--- config.mk ---
export PLATFORM = sky130hd
export DESIGN_NAME = potspi_front
export DESIGN_NICKNAME = d
export VERILOG_FILES = /design/src/rtl/potspi_pkg.sv /design/src/rtl/potspi_sync.sv /design/src/rtl/potspi_frame.sv /design/src/rtl/potspi_sout.sv /design/src/rtl/potspi_front.sv
export SDC_FILE = /design/constraint.sdc
export NUM_CORES = 1
export LEC_CHECK = 0
export CORE_ASPECT_RATIO = 0.75
export CORE_MARGIN = 2
export CORE_UTILIZATION = 40
export DETAILED_ROUTE_END_ITERATION = 16
export PLACE_DENSITY = 0.6
export SKIP_LAST_GASP = 1
export SYNTH_ARGS = -nofsm -noshare
export SYNTH_HDL_FRONTEND = slang
export SYNTH_SLANG_ARGS = --single-unit
--- constraint.sdc ---
create_clock -name clk -period 3.3 [get_ports clk]
set_clock_uncertainty 0.05 [all_clocks]
set_input_delay 0.66 -clock clk [delete_from_list [all_inputs] [get_ports clk]]
set_output_delay 0.66 -clock clk [all_outputs]
set_load 0.03 [all_outputs]
--- src/rtl/potspi_pkg.sv ---
// Shared constants and types for the potentiometer serial front end.
// Assumes the frame layout: ID byte, instruction byte, optional data byte.
package potspi_pkg;

    localparam int         BYTE_W    = 8;
    localparam logic [6:0] ID_PREFIX = 7'b0101_110;

    localparam logic [3:0] OP_RD_WCR = 4'b1001;
    localparam logic [3:0] OP_WR_WCR = 4'b1010;
    localparam logic [3:0] OP_RD_DR  = 4'b1011;
    localparam logic [3:0] OP_WR_DR  = 4'b1100;
    localparam logic [3:0] OP_DR2W   = 4'b1101;
    localparam logic [3:0] OP_W2DR   = 4'b1110;
    localparam logic [3:0] OP_STEP   = 4'b0010;
    localparam logic [3:0] OP_STAT   = 4'b0101;

    typedef enum logic [2:0] {
        ST_IDLE,
        ST_ID,
        ST_INS,
        ST_DATA,
        ST_STEP,
        ST_DONE,
        ST_SKIP
    } fr_state_t;

endpackage

--- src/rtl/potspi_sync.sv ---
// Multi-stage synchroniser for W asynchronous inputs plus edge detection
// on the lowest NE of them. Assumes inputs are slow relative to clk.
module potspi_sync #(
    parameter int              W       = 4,
    parameter int              NE      = 2,
    parameter int              STAGES  = 2,
    parameter logic [W-1:0]    RST_VAL = '0
) (
    input  logic          clk,
    input  logic          rst_n,
    input  logic [W-1:0]  d_in,
    output logic [W-1:0]  lvl,
    output logic [NE-1:0] rise,
    output logic [NE-1:0] fall
);

    logic [W-1:0]  stg [STAGES];
    logic [NE-1:0] prv;

    // Shift the raw inputs through the synchroniser chain.
    always_ff @(posedge clk) begin : p_chain
        if (!rst_n) begin
            for (int i = 0; i < STAGES; i++) stg[i] <= RST_VAL;
        end else begin
            stg[0] <= d_in;
            for (int i = 1; i < STAGES; i++) stg[i] <= stg[i-1];
        end
    end

    assign lvl = stg[STAGES-1];

    // Remember the previous synchronised level of the edge-tracked bits.
    always_ff @(posedge clk) begin : p_prev
        if (!rst_n) prv <= RST_VAL[NE-1:0];
        else        prv <= lvl[NE-1:0];
    end

    genvar g;
    generate
        for (g = 0; g < NE; g++) begin : g_edge
            assign rise[g] =  lvl[g] & ~prv[g];
            assign fall[g] = ~lvl[g] &  prv[g];
        end
    endgenerate

endmodule

--- src/rtl/potspi_frame.sv ---
// Frame decoder: checks the ID byte, decodes the instruction, captures the
// data byte, tracks the hold pause and issues the command strobes.
// Assumes synchronised levels and one-cycle edge pulses at its inputs.
module potspi_frame
    import potspi_pkg::*;
#(
    parameter int DW = 6
) (
    input  logic          clk,
    input  logic          rst_n,
    input  logic          sck_rise,
    input  logic          sck_lvl,
    input  logic          si_lvl,
    input  logic          hold_lvl,
    input  logic          cs_lvl,
    input  logic          cs_fall,
    input  logic          cs_rise,
    input  logic          addr_pin,
    input  logic          wip_in,
    input  logic [DW-1:0] wiper_in,
    input  logic [DW-1:0] dreg_rdata,
    output logic          frozen,
    output logic          active,
    output logic          tx_phase,
    output logic          tx_first,
    output logic [BYTE_W-1:0] rd_word,
    output logic [1:0]    reg_sel,
    output logic [DW-1:0] wr_data,
    output logic          wcr_wr_stb,
    output logic          wcr_ld_stb,
    output logic          dr_wr_stb,
    output logic          dr_save_stb,
    output logic          step_stb,
    output logic          step_up
);

    localparam int CNT_W = $clog2(BYTE_W);

    fr_state_t         st;
    fr_state_t         nxt_st;
    logic [CNT_W-1:0]  cnt;
    logic [BYTE_W-2:0] sh;
    logic [3:0]        cmd;
    logic [BYTE_W-1:0] byte_in;
    logic              adv;
    logic              shifting;
    logic              is_read;
    logic              last_bit;

    assign byte_in  = {sh, si_lvl};
    assign adv      = sck_rise && !frozen && !cs_lvl && !cs_fall && !cs_rise;
    assign shifting = (st == ST_ID) || (st == ST_INS) || (st == ST_DATA);
    assign last_bit = (cnt == CNT_W'(BYTE_W - 1));
    assign is_read  = (cmd == OP_RD_WCR) || (cmd == OP_RD_DR) || (cmd == OP_STAT);
    assign active   = (st != ST_IDLE);
    assign tx_phase = (st == ST_DATA) && is_read;
    assign tx_first = (cnt == '0);

    // Select the value a read command returns.
    always_comb begin : p_rdsel
        case (cmd)
            OP_RD_WCR: rd_word = BYTE_W'(wiper_in);
            OP_RD_DR:  rd_word = BYTE_W'(dreg_rdata);
            OP_STAT:   rd_word = BYTE_W'(wip_in);
            default:   rd_word = '0;
        endcase
    end

    // Work out the state that follows a completed byte.
    always_comb begin : p_next
        nxt_st = st;
        case (st)
            ST_ID: begin
                if ((byte_in[7:1] == ID_PREFIX) && (byte_in[0] == addr_pin)) nxt_st = ST_INS;
                else                                                          nxt_st = ST_SKIP;
            end
            ST_INS: begin
                if (byte_in[1:0] != 2'b00) begin
                    nxt_st = ST_SKIP;
                end else begin
                    case (byte_in[7:4])
                        OP_RD_WCR, OP_RD_DR, OP_STAT,
                        OP_WR_WCR, OP_WR_DR:        nxt_st = ST_DATA;
                        OP_DR2W, OP_W2DR:           nxt_st = ST_DONE;
                        OP_STEP:                    nxt_st = ST_STEP;
                        default:                    nxt_st = ST_SKIP;
                    endcase
                end
            end
            ST_DATA: nxt_st = ST_DONE;
            default: nxt_st = st;
        endcase
    end

    // Track the hold pause: hold level only counts while the clock is low.
    always_ff @(posedge clk) begin : p_hold
        if (!rst_n)                        frozen <= 1'b0;
        else if ((st == ST_IDLE) || cs_rise) frozen <= 1'b0;
        else if (!sck_lvl)                 frozen <= !hold_lvl;
    end

    // Main frame sequencer: shifting, decode, commit and step strobes.
    always_ff @(posedge clk) begin : p_frame
        if (!rst_n) begin
            st          <= ST_IDLE;
            cnt         <= '0;
            sh          <= '0;
            cmd         <= '0;
            reg_sel     <= '0;
            wr_data     <= '0;
            wcr_wr_stb  <= 1'b0;
            wcr_ld_stb  <= 1'b0;
            dr_wr_stb   <= 1'b0;
            dr_save_stb <= 1'b0;
            step_stb    <= 1'b0;
            step_up     <= 1'b0;
        end else begin
            wcr_wr_stb  <= 1'b0;
            wcr_ld_stb  <= 1'b0;
            dr_wr_stb   <= 1'b0;
            dr_save_stb <= 1'b0;
            step_stb    <= 1'b0;
            if (cs_fall) begin
                st  <= ST_ID;
                cnt <= '0;
                sh  <= '0;
            end else if (cs_rise) begin
                if (st == ST_DONE) begin
                    case (cmd)
                        OP_WR_WCR: wcr_wr_stb  <= 1'b1;
                        OP_WR_DR:  dr_wr_stb   <= 1'b1;
                        OP_DR2W:   wcr_ld_stb  <= 1'b1;
                        OP_W2DR:   dr_save_stb <= 1'b1;
                        default:   ;
                    endcase
                end
                st  <= ST_IDLE;
                cnt <= '0;
            end else if (adv) begin
                if (st == ST_STEP) begin
                    step_stb <= 1'b1;
                    step_up  <= si_lvl;
                end else if (shifting) begin
                    sh  <= byte_in[BYTE_W-2:0];
                    cnt <= cnt + 1'b1;
                    if (last_bit) begin
                        st <= nxt_st;
                        if (st == ST_INS) begin
                            cmd     <= byte_in[7:4];
                            reg_sel <= byte_in[3:2];
                        end
                        if ((st == ST_DATA) && !is_read) wr_data <= byte_in[DW-1:0];
                    end
                end
            end
        end
    end

    AST_ONE_ACTION: assert property (@(posedge clk) disable iff (!rst_n)
        $onehot0({wcr_wr_stb, wcr_ld_stb, dr_wr_stb, dr_save_stb, step_stb}));
    AST_COMMIT_AT_DESELECT: assert property (@(posedge clk) disable iff (!rst_n)
        (wcr_wr_stb || wcr_ld_stb || dr_wr_stb || dr_save_stb) |-> $past(cs_rise));
    AST_POINTER_HELD: assert property (@(posedge clk) disable iff (!rst_n)
        (wcr_ld_stb || dr_wr_stb || dr_save_stb) |-> $stable(reg_sel));
    AST_PAUSE_FREEZES: assert property (@(posedge clk) disable iff (!rst_n)
        (frozen && sck_rise && !cs_fall && !cs_rise) |=> ($stable(cnt) && $stable(st) && !step_stb));

endmodule

--- src/rtl/potspi_sout.sv ---
// Serial output shifter and driver enable. Loads the read word on the
// first falling clock edge of the data byte and shifts on later falls.
// Assumes frame state and pause flag come from the frame decoder.
module potspi_sout
    import potspi_pkg::*;
(
    input  logic              clk,
    input  logic              rst_n,
    input  logic              sck_fall,
    input  logic              cs_lvl,
    input  logic              cs_fall,
    input  logic              frozen,
    input  logic              active,
    input  logic              tx_phase,
    input  logic              tx_first,
    input  logic [BYTE_W-1:0] rd_word,
    output logic              so_q,
    output logic              so_oe
);

    logic [BYTE_W-2:0] tx_sh;

    // Drive the output enable only for a selected, unpaused frame.
    always_ff @(posedge clk) begin : p_oe
        if (!rst_n) so_oe <= 1'b0;
        else        so_oe <= !cs_lvl && active && !frozen;
    end

    // Shift read data out on falling serial clock edges.
    always_ff @(posedge clk) begin : p_shift
        if (!rst_n) begin
            so_q  <= 1'b0;
            tx_sh <= '0;
        end else if (cs_fall) begin
            so_q  <= 1'b0;
            tx_sh <= '0;
        end else if (sck_fall && !frozen && tx_phase) begin
            if (tx_first) begin
                so_q  <= rd_word[BYTE_W-1];
                tx_sh <= rd_word[BYTE_W-2:0];
            end else begin
                so_q  <= tx_sh[BYTE_W-2];
                tx_sh <= {tx_sh[BYTE_W-3:0], 1'b0};
            end
        end
    end

    AST_SO_ON_FALL_ONLY: assert property (@(posedge clk) disable iff (!rst_n)
        (!sck_fall && !cs_fall) |=> $stable(so_q));
    AST_QUIET_WHEN_PAUSED: assert property (@(posedge clk) disable iff (!rst_n)
        (frozen && $past(frozen)) |-> !so_oe);

endmodule

--- src/rtl/potspi_front.sv ---
// Top level of the potentiometer serial front end. Synchronises the
// serial pins, runs the frame decoder and drives the serial output.
// Assumes the system clock is at least eight times the serial clock.
module potspi_front #(
    parameter int DW          = 6,
    parameter int SYNC_STAGES = 2
) (
    input  logic          clk,
    input  logic          rst_n,
    input  logic          spi_sck,
    input  logic          spi_cs_n,
    input  logic          spi_si,
    input  logic          spi_hold_n,
    input  logic          addr_pin,
    input  logic          wip_in,
    input  logic [DW-1:0] wiper_in,
    input  logic [DW-1:0] dreg_rdata,
    output logic          spi_so,
    output logic          spi_so_oe,
    output logic [1:0]    reg_sel,
    output logic [DW-1:0] wr_data,
    output logic          wcr_wr_stb,
    output logic          wcr_ld_stb,
    output logic          dr_wr_stb,
    output logic          dr_save_stb,
    output logic          step_stb,
    output logic          step_up
);

    import potspi_pkg::*;

    localparam int PIN_W = 4;
    localparam int EDG_W = 2;
    // Bit order {hold_n, si, cs_n, sck}; chip select starts "low" so that
    // only a genuine high-to-low transition opens a frame after reset.
    localparam logic [PIN_W-1:0] PIN_RST = 4'b1000;

    logic [PIN_W-1:0]  pin_lvl;
    logic [EDG_W-1:0]  pin_rise;
    logic [EDG_W-1:0]  pin_fall;
    logic              frozen;
    logic              active;
    logic              tx_phase;
    logic              tx_first;
    logic [BYTE_W-1:0] rd_word;

    potspi_sync #(
        .W       (PIN_W),
        .NE      (EDG_W),
        .STAGES  (SYNC_STAGES),
        .RST_VAL (PIN_RST)
    ) u_sync (
        .clk   (clk),
        .rst_n (rst_n),
        .d_in  ({spi_hold_n, spi_si, spi_cs_n, spi_sck}),
        .lvl   (pin_lvl),
        .rise  (pin_rise),
        .fall  (pin_fall)
    );

    potspi_frame #(
        .DW (DW)
    ) u_frame (
        .clk         (clk),
        .rst_n       (rst_n),
        .sck_rise    (pin_rise[0]),
        .sck_lvl     (pin_lvl[0]),
        .si_lvl      (pin_lvl[2]),
        .hold_lvl    (pin_lvl[3]),
        .cs_lvl      (pin_lvl[1]),
        .cs_fall     (pin_fall[1]),
        .cs_rise     (pin_rise[1]),
        .addr_pin    (addr_pin),
        .wip_in      (wip_in),
        .wiper_in    (wiper_in),
        .dreg_rdata  (dreg_rdata),
        .frozen      (frozen),
        .active      (active),
        .tx_phase    (tx_phase),
        .tx_first    (tx_first),
        .rd_word     (rd_word),
        .reg_sel     (reg_sel),
        .wr_data     (wr_data),
        .wcr_wr_stb  (wcr_wr_stb),
        .wcr_ld_stb  (wcr_ld_stb),
        .dr_wr_stb   (dr_wr_stb),
        .dr_save_stb (dr_save_stb),
        .step_stb    (step_stb),
        .step_up     (step_up)
    );

    potspi_sout u_sout (
        .clk      (clk),
        .rst_n    (rst_n),
        .sck_fall (pin_fall[0]),
        .cs_lvl   (pin_lvl[1]),
        .cs_fall  (pin_fall[1]),
        .frozen   (frozen),
        .active   (active),
        .tx_phase (tx_phase),
        .tx_first (tx_first),
        .rd_word  (rd_word),
        .so_q     (spi_so),
        .so_oe    (spi_so_oe)
    );

    AST_DESELECTED_QUIET: assert property (@(posedge clk) disable iff (!rst_n)
        pin_lvl[1] |=> !spi_so_oe);
    AST_NO_STEP_DESELECTED: assert property (@(posedge clk) disable iff (!rst_n)
        $past(pin_lvl[1]) |-> !step_stb);

endmodule

== Word level (Yosys, flattened, before mapping) ==
Memory sizes are Yosys's and may differ from the RTL's. A register that Yosys moved wholly into a read port is not among the register bits.
Cells that the tools add are included.
Cells by class
  equality and inequality tests: 16
  multiplexer cells: 23
  reductions and logical operators: 43
  bitwise operators: 16
  add/subtract/negate cells: 1
Operators with widths (count)
  $eq 4x4->1 const B: 6
  $pmux 6 s3: 1
  $mux 4: 4
  $reduce_bool 3->1: 5
  $mux 1: 14
  $reduce_and 7->1: 2
  $logic_and 1x1->1: 11
  $not 1->1: 10
  $reduce_and 5->1: 2
  $eq 3x3->1 const B: 3
  $pmux 3 s3: 1
  $reduce_and 4->1: 2
  $reduce_or 4->1: 2
  $eq 7x6->1 const B: 1
  $mux 7: 1
  $eq 3x2->1 const B: 2
  $logic_not 1->1: 6
  $logic_not 3->1: 2
  $mux 3: 2
  $logic_or 1x1->1: 5
  $reduce_bool 5->1: 1
  $and 1x1->1: 4
  $eq 4x3->1 const B: 1
  $reduce_or 2->1: 2
  other kinds (8): 9
Storage, ports and cells
  register bits after elaboration: 43
  memory bits (read-only): 48
  memories kept: 2
  input bits: 20
  bits in writable memories: 8
  logic and storage cells: 119
Memories
  (no name shown): words 16, bits a word 3, rd ports 1, clocked after memory_dff 1, write ports 0, RTL line potspi_frame.sv:81  | case (byte_in[7:4])
  u_sync.stg: words 2, bits a word 4, rd ports 2, clocked after memory_dff 0, write ports 2, RTL line potspi_sync.sv:17  | logic [W-1:0] stg [STAGES];

== Depth between registers and ports, before layout ==
An unclocked memory read counts as a cell.
  depth in word-level cells: 11
  depth in mapped cells: 11
  mapped depth without buffers: 11

== Modules after synthesis ==
From an unflattened synthesis, not the netlist that was laid out.
Unflattened totals
  cells, all modules: 287
  area, all modules: 2757.6 µm²
Modules (own cells, without submodules)
  potspi_frame: times used 1, area each 1979.4 µm², cells an instance 219
  potspi_sout: times used 1, area each 460.4 µm², cells an instance 40
  potspi_sync: times used 1, area each 317.8 µm², cells an instance 28

== Worst setup path before layout ==
No wires, ideal clock.
  path kind: reg2reg
  from: memory u_sync.stg[1][1], in the netlist u_sync.stg[0][5]
  to: register (tool-made name)
  library setup time: 0.129 ns
  path buffers: 0
  path slack: 0.597 ns
  period minus slack after synthesis: 2.703 ns
  data arrival time: 2.525 ns
  data required time: 3.121 ns
  stages on the path, launching flop included: 12
  cell sequence: dfxtp_1 inv_1 ha_1 nor4_4 nand3_1 mux2i_1 nand2b_1 ha_1 inv_1 a211o_1 mux2i_1 a32oi_1
RTL lines (RTL line)
  from (decl): potspi_sync.sv:17

==> flow_summary.yaml <==
synthesis:
  synth_area_leaders: "dfxtp_1 (41%), ha_1 (5.7%), a21oi_1 (5.3%)"
  yosys.area.top_type: "dfxtp_1"
  synth_edf_count: 0
  synthArstFlopShare: 0
  synth.top_cells.by_count: "dfxtp_1 (54), a21oi_1 (28), nor2_1 (19), nand2_1 (14), nand2b_1 (14)"
  syn_area_um2: 2649
  seq_area_frac_synth: 0.4081
  synth_most_common_cell: "dfxtp_1"
  postSynthAreaPerCell_um2: 8.949
  yosys_warnings: 0
  synth_ff_type: "dfxtp_1"
  ys_ff_latch: 54
  ys_types: 53
  synth_cells: 296
  synth_top_cell_area_share: 0.4081
  synthesis.nets: 328
floorplan:
  die_w_um: 97.97
  die_h_um: 74.48
  fp.coreArea_um2: 6350
  die-area_um2: 7296
  rows: 25
  pin_count: 36
  start_util: 0.4171
clock_tree:
  ctsResizeCount: 0
  cts_sinks: 54
  cts_buffers: 5
  clockBufferDepth: 2
  cts_setup_buffers: 0
  cts.clk_slew.worst_paths_ps: 90
  tritoncts: "done"
  clock_latency_ps: 310
  hold_buffers: 0
  clock_tree.root_cell: "clkbuf_8"
  htreeDepth: 2
layout:
  nets: 358
  layoutNonFillerInstCount: 408
  area_growth_pct: 18.99
  stdcell_area_um2: 3152
  layout-drive-gt1-share: 0.07339
  fill_cells: 627
  antenna_cells: 0
sta:
  relSlewSlack: 0.4013
  tightestPinTransition_ps: 898.1
  min_period_ps: 2801
  max_freq_ghz: 0.3570
  finalSetupViolCount: 0
  timing.setup.tns_ps: 0
  grt_setup_unrepaired: "no"
  hold_viol_final: 0
  final_max_slew_viol_count: 0
  fin_crit_sh: 0.8489
  worst_slack_ps: 498.7
detailed_routing:
  via_per_inst: 5.559
  wl_per_cell_um: 14.85
  ant_nets: 0
  drc: 0
  drt_wl_total_um: 6059
  initialDrtViolationCount: 170
  dr.pass1.iters: 4
  vias: 2268
global_routing:
  grt_overflow: 0
  grt_pass1_vias: 2005
  grt_pass1_wl_um: 10020
  antenna_found_initial: 0
  track_usage: 0.1726
  grt_max_degree: 17
worst_setup_path:
  cp-start-kind: "flop"
  critPathRequiredTime_ps: 3420
  critPathMaxStageDelay_ps: 500
  crit_fanout: 8
  endpoint_kind: "flop"
  crit_chain: "inv_1 > ha_1 > nor4_4 > nand3_1 > mux2i_1 > nand2b_1 > ha_1 > inv_1 > a211o_1 > mux2i_1 > a32oi_1"
  critPathArrivalTime_ps: 2930
  crit_type: "reg -> reg"
  critPathSlowestCell: "dfxtp_1"
power:
  peakVddDrop_uv: 163.7
  p_seq_frac: 0.601
  power.leakage_uw: 0.001040
  p_sw_uw: 258.9
  power.density_nw_per_um2: 349.9
  p_clk_frac: 0.334
  intPower_uw: 844.0
  switching_share: 0.2347
  combPwrFrac: 0.065
worst_hold_path:
  hp-class: "reg -> reg"
placed_design:
  place_inst: 400
  gp_congestion: 0.9070
  placed_cell_area_um2: 3065
  hpwl_um: 4492
  dpl_worst_slack_ps: 586.3
  io_buffers: 35
run:
  maxCapViolCount: 0
run_status:
  outcome: "completed"
## path summary, 6_finish.rpt
path,slack [ps],cells past startpoint,startpoint,to
worst max-delay path,500,11,u_sync.stg[0][5]$_SDFF_PN0_,flop
worst min register to register,370,1,u_sync.stg[0][3]$_SDFF_PN1_,u_sync.stg[0][7]$_SDFF_PN1_
worst min-delay path,370,1,u_sync.stg[0][3]$_SDFF_PN1_,u_sync.stg[0][7]$_SDFF_PN1_
worst max register to register,500,11,u_sync.stg[0][5]$_SDFF_PN0_,flop
## metal layers
metal	part of all wire	vias up	GRT usage
met4	0.018	0	0.06481
met1	0.51	1050	0.2596
met2	0.40	75	0.2435
met5	0	-	0
met3	0.069	7	0.03383
li1	-	1136	-
## flip-flops by register name (all words and copies together), names as in the netlist, 2 cells and up, named ones only
| signal | count |
|---|---|
| u_sout.tx_sh | 7 |
| u_frame.wr_data | 6 |
| u_frame.cnt | 3 |
| u_sync.prv | 2 |
| u_frame.cmd | 4 |
| u_frame.reg_sel | 2 |
| u_sync.stg | 8 |
| u_frame.st | 3 |
| u_frame.sh | 7 |
## per-stage QoR
stage          power, uW  hold WS, ps    util
2_1_floorplan      711.7        336.3       -
3_3_place_gp       749.6        345.1  0.4828
3_5_place_dp       749.2        347.8  0.4828
4_1_cts             1115        370.3  0.4964
5_1_grt             1151        409.9  0.4964
6_report            1103        366.2  0.4964
## power groups by stage
stage                     Sequential (uW)  Combinational, uW  Clock [uW]
final                                 663               71.8         368
after global routing                  664               78.2         409
after CTS                             663               71.8         381
after detailed placement              678               71.3           0
after global placement                678               71.8           0
after floorplan                       675               36.4           0
## cell families (layout without fill, tap and decap cells)
group           after synthesis  after routing  share of synthesized area
xor+xnor                      2              2                   0.006614
mux                          10             10                    0.03779
buf+inv                      29             60                    0.04582
fa+ha+maj                    12             12                    0.05668
compound gates               75             75                     0.1946
flops                        54             54                     0.4081
simple gates                114            114                     0.2504
## placed cells by master, fill, tap and decap left out, drive strengths merged, types with 2 or more instances in the layout
master         instances
a21oi                 29
a211oi                 7
nor4                   6
inv                   11
a2111oi                2
o31ai                 10
nor2                  19
nand2b                14
a31oi                  3
clkbuf                 6
or4                    2
buf                    6
or4b                   2
nand3b                 5
or3b                   2
and2                   7
nor2b                  7
nand3                 11
ha                    12
clkdlybuf4s50         35
mux2i                 10
clkinv                 2
dfxtp                 54
nor3                  10
o211ai                 3
nand4                 11
nand2                 14
o21ai                 10
## worst max-delay path, delay by kind of cell (launching register included)
family | cells | cell delay, ps
fa+ha+maj | 2 | 500
buf+inv | 2 | 160
simple gates | 3 | 670
mux | 2 | 420
compound gates | 2 | 370
flops | 1 | 500
## area by class of cell
class / instances / area [um2] / share of cell area
Sequential cell: 54 / 1081 / 0.3430
Clock inverter: 2 / 13.76 / 0.004367
Timing Repair Buffer: 41 / 395.4 / 0.1254
Inverter: 11 / 41.29 / 0.01310
Multi-Input combinational cell: 213 / 1446 / 0.4589
Clock buffer: 6 / 72.57 / 0.02303
Tap cell: 81 / 101.3 / 0.03216
(Power assumes the default switching activity.)
